`src/rtl/phy_rate_resp.sv`:
```
module phy_rate_resp #(
  parameter int DATA_W     = 32,
  parameter int RATE_W     = 3,
  parameter int SETTLE_CYC = 3,
  parameter int ACK_CYC    = 2,
  parameter int LOCK_CYC   = 6,
  parameter int REL_CYC    = 3
) (
  input  logic              clk,
  input  logic              rst_n,
  input  logic              standby_i,
  input  logic [RATE_W-1:0] rate_i,
  input  logic              tx_idle_i,
  input  logic              tx_valid_i,
  input  logic [DATA_W-1:0] tx_data_i,
  input  logic              clkchg_ack_i,
  input  logic              rx_dv0_i,
  input  logic              rx_dv1_i,
  output logic [DATA_W-1:0] tx_data_o,
  output logic              clkchg_ok_o,
  output logic              phystatus_o,
  output logic              cdr_lock_o,
  output logic              rx_rst_n_o,
  output logic              rx_valid_o
);

  localparam int MAX_AB = (SETTLE_CYC > ACK_CYC) ? SETTLE_CYC : ACK_CYC;
  localparam int MAX_CD = (LOCK_CYC > REL_CYC) ? LOCK_CYC : REL_CYC;
  localparam int MAX_D  = (MAX_AB > MAX_CD) ? MAX_AB : MAX_CD;
  localparam int CW     = $clog2(MAX_D + 1);

  typedef enum logic [2:0] {
    S_RUN, S_SETTLE, S_GRANT, S_ACKD, S_PST, S_WSB, S_LOCK, S_REL
  } st_t;

  st_t               state;
  logic [CW-1:0]     cnt, lim;
  logic [RATE_W-1:0] rate_q;
  logic              rate_chg, hit;

  assign rate_chg = rate_i != rate_q;
  assign hit      = cnt == lim;

  always_comb begin
    case (state)
      S_SETTLE: lim = CW'(SETTLE_CYC - 1);
      S_ACKD:   lim = CW'(ACK_CYC - 1);
      S_LOCK:   lim = CW'(LOCK_CYC - 1);
      S_REL:    lim = CW'(REL_CYC - 1);
      default:  lim = '0;
    endcase
  end

  always_ff @(posedge clk) begin
    if (!rst_n) begin
      state  <= S_RUN;
      cnt    <= '0;
      rate_q <= '0;
    end else begin
      rate_q <= rate_i;
      case (state)
        S_RUN: if (rate_chg) begin
          state <= S_SETTLE;
          cnt   <= '0;
        end
        S_SETTLE: begin
          if (rate_chg) cnt <= '0;
          else if (hit) begin
            state <= S_GRANT;
            cnt   <= '0;
          end else cnt <= cnt + 1'b1;
        end
        S_GRANT: if (clkchg_ack_i) begin
          state <= S_ACKD;
          cnt   <= '0;
        end
        S_ACKD: begin
          if (hit) begin
            state <= S_PST;
            cnt   <= '0;
          end else cnt <= cnt + 1'b1;
        end
        S_PST: state <= S_WSB;
        S_WSB: if (!clkchg_ack_i && !standby_i) begin
          state <= S_LOCK;
          cnt   <= '0;
        end
        S_LOCK: begin
          if (hit) begin
            state <= S_REL;
            cnt   <= '0;
          end else cnt <= cnt + 1'b1;
        end
        S_REL: begin
          if (hit) begin
            state <= S_RUN;
            cnt   <= '0;
          end else cnt <= cnt + 1'b1;
        end
        default: state <= S_RUN;
      endcase
    end
  end

  assign clkchg_ok_o = (state == S_GRANT) || (state == S_ACKD);
  assign phystatus_o = state == S_PST;
  assign cdr_lock_o  = (state == S_RUN) || (state == S_REL);
  assign rx_rst_n_o  = state == S_RUN;
  assign rx_valid_o  = rx_rst_n_o & rx_dv0_i & rx_dv1_i;
  assign tx_data_o   = tx_idle_i ? '0 : tx_data_i;


  idle_toggle_valid_chk: assert property (@(posedge clk) disable iff (!rst_n)
    (tx_idle_i != $past(tx_idle_i)) |-> tx_valid_i);


  grant_in_reset_chk: assert property (@(posedge clk) disable iff (!rst_n)
    $rose(clkchg_ok_o) |-> !rx_rst_n_o);


  status_with_drop_chk: assert property (@(posedge clk) disable iff (!rst_n)
    $fell(clkchg_ok_o) |-> phystatus_o);


  status_after_grant_chk: assert property (@(posedge clk) disable iff (!rst_n)
    phystatus_o |-> $past(clkchg_ok_o));


  status_single_chk: assert property (@(posedge clk) disable iff (!rst_n)
    phystatus_o |=> !phystatus_o);


  release_after_lock_chk: assert property (@(posedge clk) disable iff (!rst_n)
    $rose(rx_rst_n_o) |-> $past(cdr_lock_o));


  quiet_steady_chk: assert property (@(posedge clk) disable iff (!rst_n)
    rx_rst_n_o |-> (!clkchg_ok_o && !phystatus_o));

endmodule

```
`config.mk`:
```
export PLATFORM = sky130hd
export DESIGN_NAME = phy_rate_resp
export DESIGN_NICKNAME = d
export VERILOG_FILES = /design/src/rtl/phy_rate_resp.sv
export SDC_FILE = /design/constraint.sdc
export NUM_CORES = 1
export LEC_CHECK = 0
export ABC_AREA = 1
export BUFFER_PORTS_ARGS = -buffer_cell sky130_fd_sc_hd__buf_2
export CORE_ASPECT_RATIO = 1.25
export CORE_MARGIN = 5
export CORE_UTILIZATION = 39
export DETAILED_ROUTE_END_ITERATION = 10
export MAX_ROUTING_LAYER = met4
export PLACE_DENSITY = 0.84
export SLEW_MARGIN = 20
export SYNTH_ARGS = -nofsm -noshare
export SYNTH_HDL_FRONTEND = slang
export SYNTH_SLANG_ARGS = --single-unit
```
`constraint.sdc`:
```
create_clock -name clk -period 2.2 [get_ports clk]
set_input_delay 0.22 -clock clk [delete_from_list [all_inputs] [get_ports clk]]
set_output_delay 0.22 -clock clk [all_outputs]
set_load 0.05 [all_outputs]
```
==> flow_metrics.tcl, run 1 <==
set metrics [dict create \
    outcome "finished, final reports clean" \
    cap_violations 0 \
    worstPathCellList "inv_1, ha_1, nand2_4, nand2_1, nand2_1, nand2_1, nor2_2, nand2_2, a21oi_2, nand3_1, a21oi_1" \
    hold_path.class "in -> reg" \
    netlist_area_um2 996 \
    overflow 0 \
    placementRows 20 \
    cts_setup_buffers 0 \
    startpoint_type "flop" \
    yosys.area.top_type_share 0.215 \
    synthCells 196 \
    layout.nets 323 \
    grt_pass1_wl_um 4930 \
    synthesis.nets 244 \
    ys.flop_type "dfxtp_1" \
    reg2reg_slack_ps 460 \
    r2r_end "state[2]" \
    cp_slowest_cell "dfxtp_1" \
    fin_crit_sh 0.793 \
    cp_top_family "simple AND/OR/NAND/NOR gates" \
    cp.arrival_ps 1940 \
    synth_commonest_cells "57 x inv_1, 46 x nand2_1, 46 x nor2_1" \
    critPathKind "reg -> reg" \
    ir_drop_mv 0.604 \
    drc 0 \
    hold_viol_final 0 \
    tritoncts "yes" \
    tns_ps 0 \
    grt_max_degree 33 \
    synthArstFlopShare 0 \
    crit_top_cell "nand2_1" \
    min_path_cells 3 \
    antenna_found_initial 0 \
    post-dp-hpwl_um 2570 \
    whs_ps 163 \
    io_buffers 78 \
    clk_root_buffer_cell "clkbuf_4" \
    place_ws_ps 469 \
    insertion_delay_ps 260 \
    setup_violations 0 \
    avgSynthCellArea_um2 5.08 \
    drtIter0Drc 33 \
    final_area_um2 1430 \
    final_antenna_net_count 0 \
    ios 80 \
    dieArea_um2 3670 \
    start_util 0.406 \
    die_x_um 55.2 \
    area_delta_synth_final_pct 43.7 \
    synth_top_area_cell "inv_1" \
    postPlaceCellArea_um2 1410 \
    finClkSkew_ps 0.200 \
    design.core.area_um2 2450 \
    worst_pin_slew_ps 488 \
    power.leakage_nw 1.02 \
    first_pass_iters 4 \
    fmax_mhz 573 \
    cts_buffers 3 \
    cp_slowest_stage_delay_ps 390 \
    die_h_um 66.5 \
    layout_setup_ws_ps 455 \
    cts_hold_buf 0 \
    vias 1324 \
    rsz0062_at_grt "false" \
    period_needed_ps 1740 \
    relSlewSlack 0.675 \
    grt_pass1_vias 1150 \
    p_per_area_nw_per_um2 871 \
    place_congestion 0.943 \
    r2r_cells 11 \
    drt-vias-per-instance 4.31 \
    synthTopCellsByArea "inv_1 21%, dfxtp_1 18%, nand2_1 17%, nor2_1 17%, ha_1 6.3%" \
    report.final.slew_viol_count 0 \
    htree_levels 1 \
    r2r-start "state[0]" \
    path_buf_inv 1 \
    clkTransAtPathRegs_ps 60 \
    endpoint_kind "flop" \
    synthMostInstantiatedCell "inv_1" \
    antenna_cells 0 \
    critPathMaxFanout 6 \
    yosys_warnings 0 \
    drt_wl_total_um 2990 \
    cts_sinks 9 \
    routedWlPerCell_um 9.74 \
    seq_area_frac_synth 0.181 \
    clk_path_buf_depth 2 \
    track_usage 0.173 \
    synth_edf_count 0 \
    required_ps 2390 \
    synthDistinctLibCells 21 \
    drive_gt1_frac 0.318 \
    min_to "rate_q[0]" \
    hp-start "rate_i[0]" \
    synth.ff_latch_count 9 \
    cts_resized 0 \
]
[per-stage QoR]
step,instances,utilization,power (W)
3_3_place_gp,303,0.573,0.00112
2_1_floorplan,196,-,0.000931
5_1_grt,307,0.584,0.00137
4_1_cts,307,0.584,0.00126
3_5_place_dp,303,0.573,0.00112
6_report,307,0.584,0.00125
[per-layer routing]
metal	GRT usage	part of all wire	wire length [um]	vias up
li1	-	-	-	714
met1	0.195	0.44	1330	534
met2	0.271	0.41	1230	70
met3	0.0601	0.12	369	6
met4	0.0881	0.020	60	0
met5	-	0	0	-
[tightest hold or removal path, stage by stage]
cell and delay (ps):
buf_2 90, nand2_1 40, inv_1 40
[sequential cells by signal (all words and copies together) (netlist names)]
name,cells
state,3
cnt,3
rate_q,3
[worst max-delay path by stage]
| stage | cells after the start | slack (ps) | start | endpoint |
|---|---|---|---|---|
| 5_1_grt | 13 | 290 | state[0] | state[1] |
| 6_report | 11 | 460 | state[0] | state[2] |
| 4_1_cts | 5 | 440 | state[0] | clkchg_ok_o |
| 3_3_place_gp | 12 | 500 | state[0] | state[0] |
| 3_5_place_dp | 12 | 470 | state[0] | state[0] |
| 2_1_floorplan | 4 | 170 | state[0] | clkchg_ok_o |
[where the power goes]
group	internal (W)	switching, W	leakage (nW)
Sequential	0.000195	0.0000412	0.0741
Combinational	0.000249	0.000636	0.931
Clock	0.0000697	0.0000554	0.0150
[cells by family (layout without fill, tap and decap cells)]
| family | count (synthesis) | after routing | share of synthesized area |
|---|---|---|---|
| AO/OA/AOI/OAI | 10 | 10 | 0.0578 |
| XOR/XNOR | 1 | 1 | 0.00880 |
| adder cells (fa/ha/maj) | 5 | 5 | 0.0628 |
| buffers and inverters | 62 | 140 | 0.241 |
| flip-flops | 9 | 9 | 0.181 |
| AND/OR/NAND/NOR | 109 | 109 | 0.449 |
[final cells by class]
type / count / area, um2
multi-input combinational: 125 / 576
tap: 33 / 41.3
clock buffer: 4 / 26.3
inverter: 58 / 218
sequential: 9 / 180
fill: 262 / 1020
timing repair buffer: 78 / 390
[cells in the final DEF (no fill, tap or decap), types with 3 or more instances in the layout]
| cell type | Yosys | final |
|---|---|---|
| buf_2 | 0 | 78 |
| inv_1 | 57 | 57 |
| nand2_1 | 46 | 46 |
| nor2_1 | 46 | 46 |
| dfxtp_1 | 9 | 9 |
| nand3_1 | 8 | 8 |
| ha_1 | 5 | 5 |
| a21oi_1 | 4 | 4 |
| nand4_1 | 3 | 3 |
| clkbuf_4 | 0 | 3 |
No activity file was read; power rests on OpenSTA's default activity.
==> run 2: changes to the inputs <==
--- a/config.mk
+++ b/config.mk
@@ -5,14 +5,14 @@
 export SDC_FILE = /design/constraint.sdc
 export NUM_CORES = 1
 export LEC_CHECK = 0
-export ABC_AREA = 1
+export ABC_AREA = 0
 export BUFFER_PORTS_ARGS = -buffer_cell sky130_fd_sc_hd__buf_2
 export CORE_ASPECT_RATIO = 1.25
 export CORE_MARGIN = 5
-export CORE_UTILIZATION = 39
+export CORE_UTILIZATION = 33
 export DETAILED_ROUTE_END_ITERATION = 10
 export MAX_ROUTING_LAYER = met4
-export PLACE_DENSITY = 0.84
+export PLACE_DENSITY = 0.8
 export SLEW_MARGIN = 20
 export SYNTH_ARGS = -nofsm -noshare
 export SYNTH_HDL_FRONTEND = slang
==> constraint.sdc (replaced) <==
create_clock -name clk -period 1.6 [get_ports clk]
set_input_delay 0.16 -clock clk [delete_from_list [all_inputs] [get_ports clk]]
set_output_delay 0.16 -clock clk [all_outputs]
set_load 0.05 [all_outputs]
==> flow_metrics.tcl, run 2 <==
set metrics [dict create \
    outcome "finished with violations" \
    violations "setup timing" \
    ys.flop_type "dfxtp_1" \
    reg2reg_slack_ps -440 \
    grt_max_degree 33 \
    seq_area_frac_synth 0.210 \
    yosys_warnings 0 \
    crit_start "state[1]" \
    final_util 0.672 \
    critPathKind "reg -> reg" \
    pwr-share-comb 0.754 \
    synthesis.nets 159 \
    antenna_cells 0 \
    finClkSkew_ps 5.85 \
    required_ps 1800 \
    synthCells 111 \
    die_h_um 67.1 \
    yosys.area.top_type_share 0.247 \
    ios 80 \
    drt_wl_total_um 3440 \
    cap_violations 0 \
    multi_input_area_um2 767 \
    drc 0 \
    setup_violations 10 \
    cts_buffers 3 \
    synth_top_area_cell "nor2b_1" \
    dieArea_um2 3730 \
    drt-vias-per-instance 4.79 \
    synth_simple_gate_area_frac 0.429 \
    endpoint_kind "flop" \
    track_usage 0.193 \
    tritoncts "yes" \
    yosys.area_share.xor_xnor 0.0306 \
    post-dp-hpwl_um 2710 \
    layout.nets 259 \
    report.power.total_w 0.00198 \
    relSlewSlack 0.679 \
    fmax_mhz 490 \
    register_area_um2 188 \
    drive_gt1_frac 0.610 \
    start_util 0.347 \
    r2r-start "state[1]" \
    io_buffers 78 \
    ir_drop_mv 0.784 \
    die_x_um 55.7 \
    p_per_area_nw_per_um2 1190 \
    clkTransAtPathRegs_ps 60 \
    synthTopCellsByArea "nor2b_1 25%, dfxtp_1 21%, ha_1 7.3%, mux2i_1 3.5%, nand2_1 3.1%" \
    r2r_cells 8 \
    synth.area.mux_share 0.0349 \
    clk_path_buf_depth 2 \
    switching_share 0.469 \
    netlist_area_um2 860 \
    synthDistinctLibCells 35 \
    clk_root_buffer_cell "clkbuf_4" \
    r2r_end "state[2]" \
    critPathMaxFanout 5 \
    place_ws_ps -452 \
    routedWlPerCell_um 14.1 \
    placementRows 20 \
    final_common_cell "buf_2" \
    p_switching_w 0.000929 \
    drtIter0Drc 10 \
    synthArstFlopShare 0 \
    startpoint_type "flop" \
    design.core.area_um2 2480 \
    p_seq_frac 0.158 \
    synth_commonest_cells "34 x nor2b_1, 9 x dfxtp_1, 7 x nand2_1" \
    final_antenna_net_count 0 \
    avgSynthCellArea_um2 7.74 \
    min_path_cells 2 \
    place_congestion 0.860 \
    synth_top_family_by_area "simple AND/OR/NAND/NOR gates" \
    grt_pass1_wl_um 5430 \
    rsz0062_at_grt "true" \
    hold_path.class "in -> reg" \
    synth_edf_count 0 \
    final_cell_mix "73 x buf_2, 33 x nor2b_1, 19 x buf_4, 7 x nand2_1, 7 x dfxtp_1" \
    synth_compound_area_frac 0.178 \
    insertion_delay_ps 260 \
    hp-start "rate_i[0]" \
    cp.arrival_ps 2240 \
    vias 1163 \
    min_to "rate_q[0]" \
    internal-power_w 0.00105 \
    synth.ff_latch_count 9 \
    worst_pin_slew_ps 481 \
    htree_levels 1 \
    report.final.slew_viol_count 0 \
    synthMostInstantiatedCell "nor2b_1" \
    antenna_found_initial 0 \
    grt_pass1_vias 1160 \
    cts_sinks 9 \
    layout_setup_ws_ps -441 \
    fin_crit_sh 1.28 \
    overflow 0 \
    synth-adder-area-share 0.0728 \
    area_delta_synth_final_pct 93.7 \
    clkPwrFrac 0.088 \
    largestRegisters "cnt x3, rate_q x3, state x3" \
    hold_viol_final 0 \
    first_pass_iters 3 \
    cts_hold_buf 0 \
    period_needed_ps 2040 \
    fillers 230 \
    power.leakage_nw 0.841 \
]
==> run 2: cell count changes in the layout (fill, tap and decap cells not counted), moves of 4 or more <==
cell / delta
buf_6: +5
buf_2: -5
buf_8: +4
ha_4: +4
ha_1: -4
nor2b_1: +33
nor2_1: -42
buf_4: +19
nand3_1: -8
inv_1: -56
nand2_1: -39
==> run 2: worst max-delay path by stage <==
stage,cells past startpoint,endpoint
3_5_place_dp,8,state[2]
2_1_floorplan,7,state[2]
3_3_place_gp,7,state[2]
4_1_cts,8,state[2]
6_report,8,state[2]
5_1_grt,8,state[0]
==> run 2: worst max-delay path, cell delays in order (launching register included) <==
cell	delay, ps
dfxtp_4	390
inv_4	40
ha_4	150
and3b_1	170
or3_1	370
a32oi_2	230
nand2_1	130
a2111o_1	400
a21boi_2	110
==> run 2: repair_timing <==
item / 4_1_cts / 5_1_grt
endpoints found under the setup margin: 11 / 11
resized for setup: 33 / 5
pin swaps: 14 / 3
setup buffers: 5 / 2
==> run 2: power by group through the flow <==
stage          clock (W)  sequential (W)  combinational, W
3_5_place_dp           0        0.000310           0.00109
3_3_place_gp           0        0.000305           0.00107
4_1_cts         0.000184        0.000313           0.00143
5_1_grt         0.000203        0.000318           0.00159
6_report        0.000174        0.000312           0.00149
2_1_floorplan          0        0.000305          0.000721
==> run 2: area by class of cell <==
cell class,instances,share of cell area
multi-input combinational,92,0.461
tap,33,0.0248
sequential,9,0.113
inverter,4,0.0105
clock buffer,3,0.0135
timing repair buffer,101,0.375
clock inverter,1,0.00301
==> run 2: cell families after synthesis <==
group | count (synthesis)
adders and majority gates | 5
and+or+nand+nor | 62
AOI/OAI and AO/OA | 19
xor gates and xnor gates | 3
DFF | 9
muxes | 3
buffers and inverters | 10
==> run 2: per-layer routing <==
metal | wire length [um] | GRT usage | vias up
met2 | 1760 | 0.377 | 62
met5 | 0 | - | -
met4 | 111 | 0.0790 | 0
met3 | 339 | 0.0562 | 11
li1 | - | - | 580
met1 | 1230 | 0.175 | 510
==> run 2: through the flow <==
stage	hold WS (ps)	std cells	area (um2)	setup TNS, ps
floorplan	282	111	911	-1800
global placement	388	233	1440	-2190
detailed placement	397	233	1440	-2370
CTS	118	242	1650	-3180
global route	127	243	1670	-3940
finish	123	243	1670	-3120
==> run 3: changes to the inputs <==
--- a/config.mk
+++ b/config.mk
@@ -13,6 +13,7 @@
 export DETAILED_ROUTE_END_ITERATION = 10
 export MAX_ROUTING_LAYER = met4
 export PLACE_DENSITY = 0.8
+export REMOVE_ABC_BUFFERS = 1
 export SLEW_MARGIN = 20
 export SYNTH_ARGS = -nofsm -noshare
 export SYNTH_HDL_FRONTEND = slang
==> constraint.sdc (replaced) <==
create_clock -name clk -period 1.6 [get_ports clk]
set_input_delay 0.32 -clock clk [delete_from_list [all_inputs] [get_ports clk]]
set_output_delay 0.32 -clock clk [all_outputs]
set_load 0.05 [all_outputs]
==> flow_metrics.tcl, run 3 (synthesized netlist as in run 2, its figures left out) <==
set metrics [dict create \
    outcome "finished with violations" \
    violations "setup timing" \
    r2r_cells 8 \
    final_area_um2 1660 \
    reg2reg_slack_ps -410 \
    min_path_cells 2 \
    antenna_found_initial 0 \
    placementRows 20 \
    design.core.area_um2 2480 \
    drive_gt1_frac 0.602 \
    path_buf_inv 1 \
    cp_top_family "compound AO/OA/AOI/OAI gates" \
    internal-power_w 0.000964 \
    clkPwrFrac 0.092 \
    drt-vias-per-instance 4.97 \
    critPathMaxFanout 4 \
    final_cells 244 \
    pwr-share-comb 0.742 \
    register_area_um2 188 \
    clkTransAtPathRegs_ps 60 \
    clk_root_buffer_cell "clkbuf_4" \
    cp_slowest_stage_delay_ps 390 \
    grt_max_degree 23 \
    p_switching_w 0.000903 \
    cts_buffers 3 \
    crit_start "state[1]" \
    tritoncts "yes" \
    final_common_cell "buf_2" \
    insertion_delay_ps 260 \
    startpoint_type "flop" \
    io_buffers 78 \
    final_cell_mix "73 x buf_2, 33 x nor2b_1, 21 x buf_4, 7 x dfxtp_1, 6 x nand2_1" \
    first_pass_iters 4 \
    ir_drop_mv 0.682 \
    antenna_cells 0 \
    setup_violations 11 \
    drc 0 \
    p_seq_frac 0.165 \
    dieArea_um2 3730 \
    finClkSkew_ps 9.04 \
    required_ps 1780 \
    relSlewSlack 0.747 \
    cts_sinks 9 \
    switching_share 0.484 \
    rsz0062_at_grt "true" \
    multi_input_area_um2 761 \
    grt_pass1_vias 1201 \
    routedWlPerCell_um 15.1 \
    final_antenna_net_count 0 \
    vias 1213 \
    hp-start "rate_i[1]" \
    drt_wl_total_um 3680 \
    power.leakage_nw 0.839 \
    placed_cells 238 \
    met2_usage 0.351 \
    fillers 207 \
    grt_pass1_wl_um 5640 \
    min_to "rate_q[1]" \
    grt_use_met3 0.0620 \
    tns_ps -2900 \
    cap_violations 0 \
    hold_path.class "in -> reg" \
    period_needed_ps 2010 \
    r2r-start "state[1]" \
    fmax_mhz 497 \
    critPathKind "reg -> reg" \
    p_per_area_nw_per_um2 1120 \
    start_util 0.347 \
    place_congestion 0.872 \
    die_x_um 55.7 \
    clk_path_buf_depth 2 \
    postPlaceCellArea_um2 1450 \
    worst_pin_slew_ps 380 \
    fin_crit_sh 1.26 \
    ios 80 \
    cp_slowest_cell "dfxtp_4" \
    layout.nets 260 \
    r2r_end "state[2]" \
    endpoint_kind "flop" \
    htree_levels 1 \
    post-dp-hpwl_um 2880 \
    layout_setup_ws_ps -411 \
    area_delta_synth_final_pct 93.4 \
    overflow 0 \
    cp.arrival_ps 2190 \
    report.power.total_w 0.00187 \
    track_usage 0.197 \
    worstPathCellList "inv_4, ha_4, and3b_1, or3_4, a32oi_4, o21ai_4, a2111o_1, a21boi_1" \
    drtIter0Drc 28 \
    largestRegisters "cnt x3, rate_q x3, state x3" \
    grt_use_met1 0.209 \
    report.final.slew_viol_count 0 \
    top_usage_layer "met2" \
    die_h_um 67.1 \
    hold_viol_final 0 \
]
## run 3: cell types whose count changed in the layout (fill, tap and decap cells not counted), moves of 2 or more
cell	before	now
a211oi_2	0	2
a21boi_1	1	3
a21boi_2	2	0
buf_4	19	21
buf_8	4	2
## run 3: layer usage
metal | vias up | share of wire
met5 | - | 0
met3 | 10 | 0.099
met1 | 555 | 0.39
met2 | 69 | 0.49
met4 | 0 | 0.017
li1 | 579 | -
## run 3: worst max-delay path by stage
stage / endpoint / slack (ps) / cells after the start
6_report: state[2] / -410 / 8
5_1_grt: state[2] / -500 / 8
4_1_cts: state[2] / -390 / 8
3_3_place_gp: state[2] / -460 / 7
2_1_floorplan: cnt[2] / -770 / 7
3_5_place_dp: state[2] / -520 / 7
## run 3: through the flow
step | setup slack (ps) | utilization | hold slack (ps)
floorplan | -769 | - | 442
global placement | -461 | 0.583 | 549
detailed placement | -521 | 0.583 | 553
CTS | -394 | 0.629 | 279
global route | -502 | 0.671 | 287
finish | -411 | 0.671 | 286
## run 3: power by group through the flow
| stage | clock network [W] | logic, W | registers [W] |
|---|---|---|---|
| final | 0.000172 | 0.00139 | 0.000309 |
| after CTS | 0.000181 | 0.00120 | 0.000301 |
| after global placement | 0 | 0.00109 | 0.000282 |
| after detailed placement | 0 | 0.00110 | 0.000285 |
| after floorplan | 0 | 0.000647 | 0.000288 |
| after global routing | 0.000191 | 0.00147 | 0.000316 |
## run 3: final cells by class
type | instances | share of cell area
multi-input combinational | 92 | 0.457
clock buffer | 4 | 0.0158
inverter | 4 | 0.0105
timing repair buffer | 102 | 0.378
sequential | 9 | 0.113
tap | 33 | 0.0248
## run 3: repair_timing
action                     CTS  global route
pin swaps                    5             9
setup endpoints to repair   11            11
setup buffers                1             2
hold endpoints to repair     0             0
hold buffers                 0             0
resized for setup           28            18
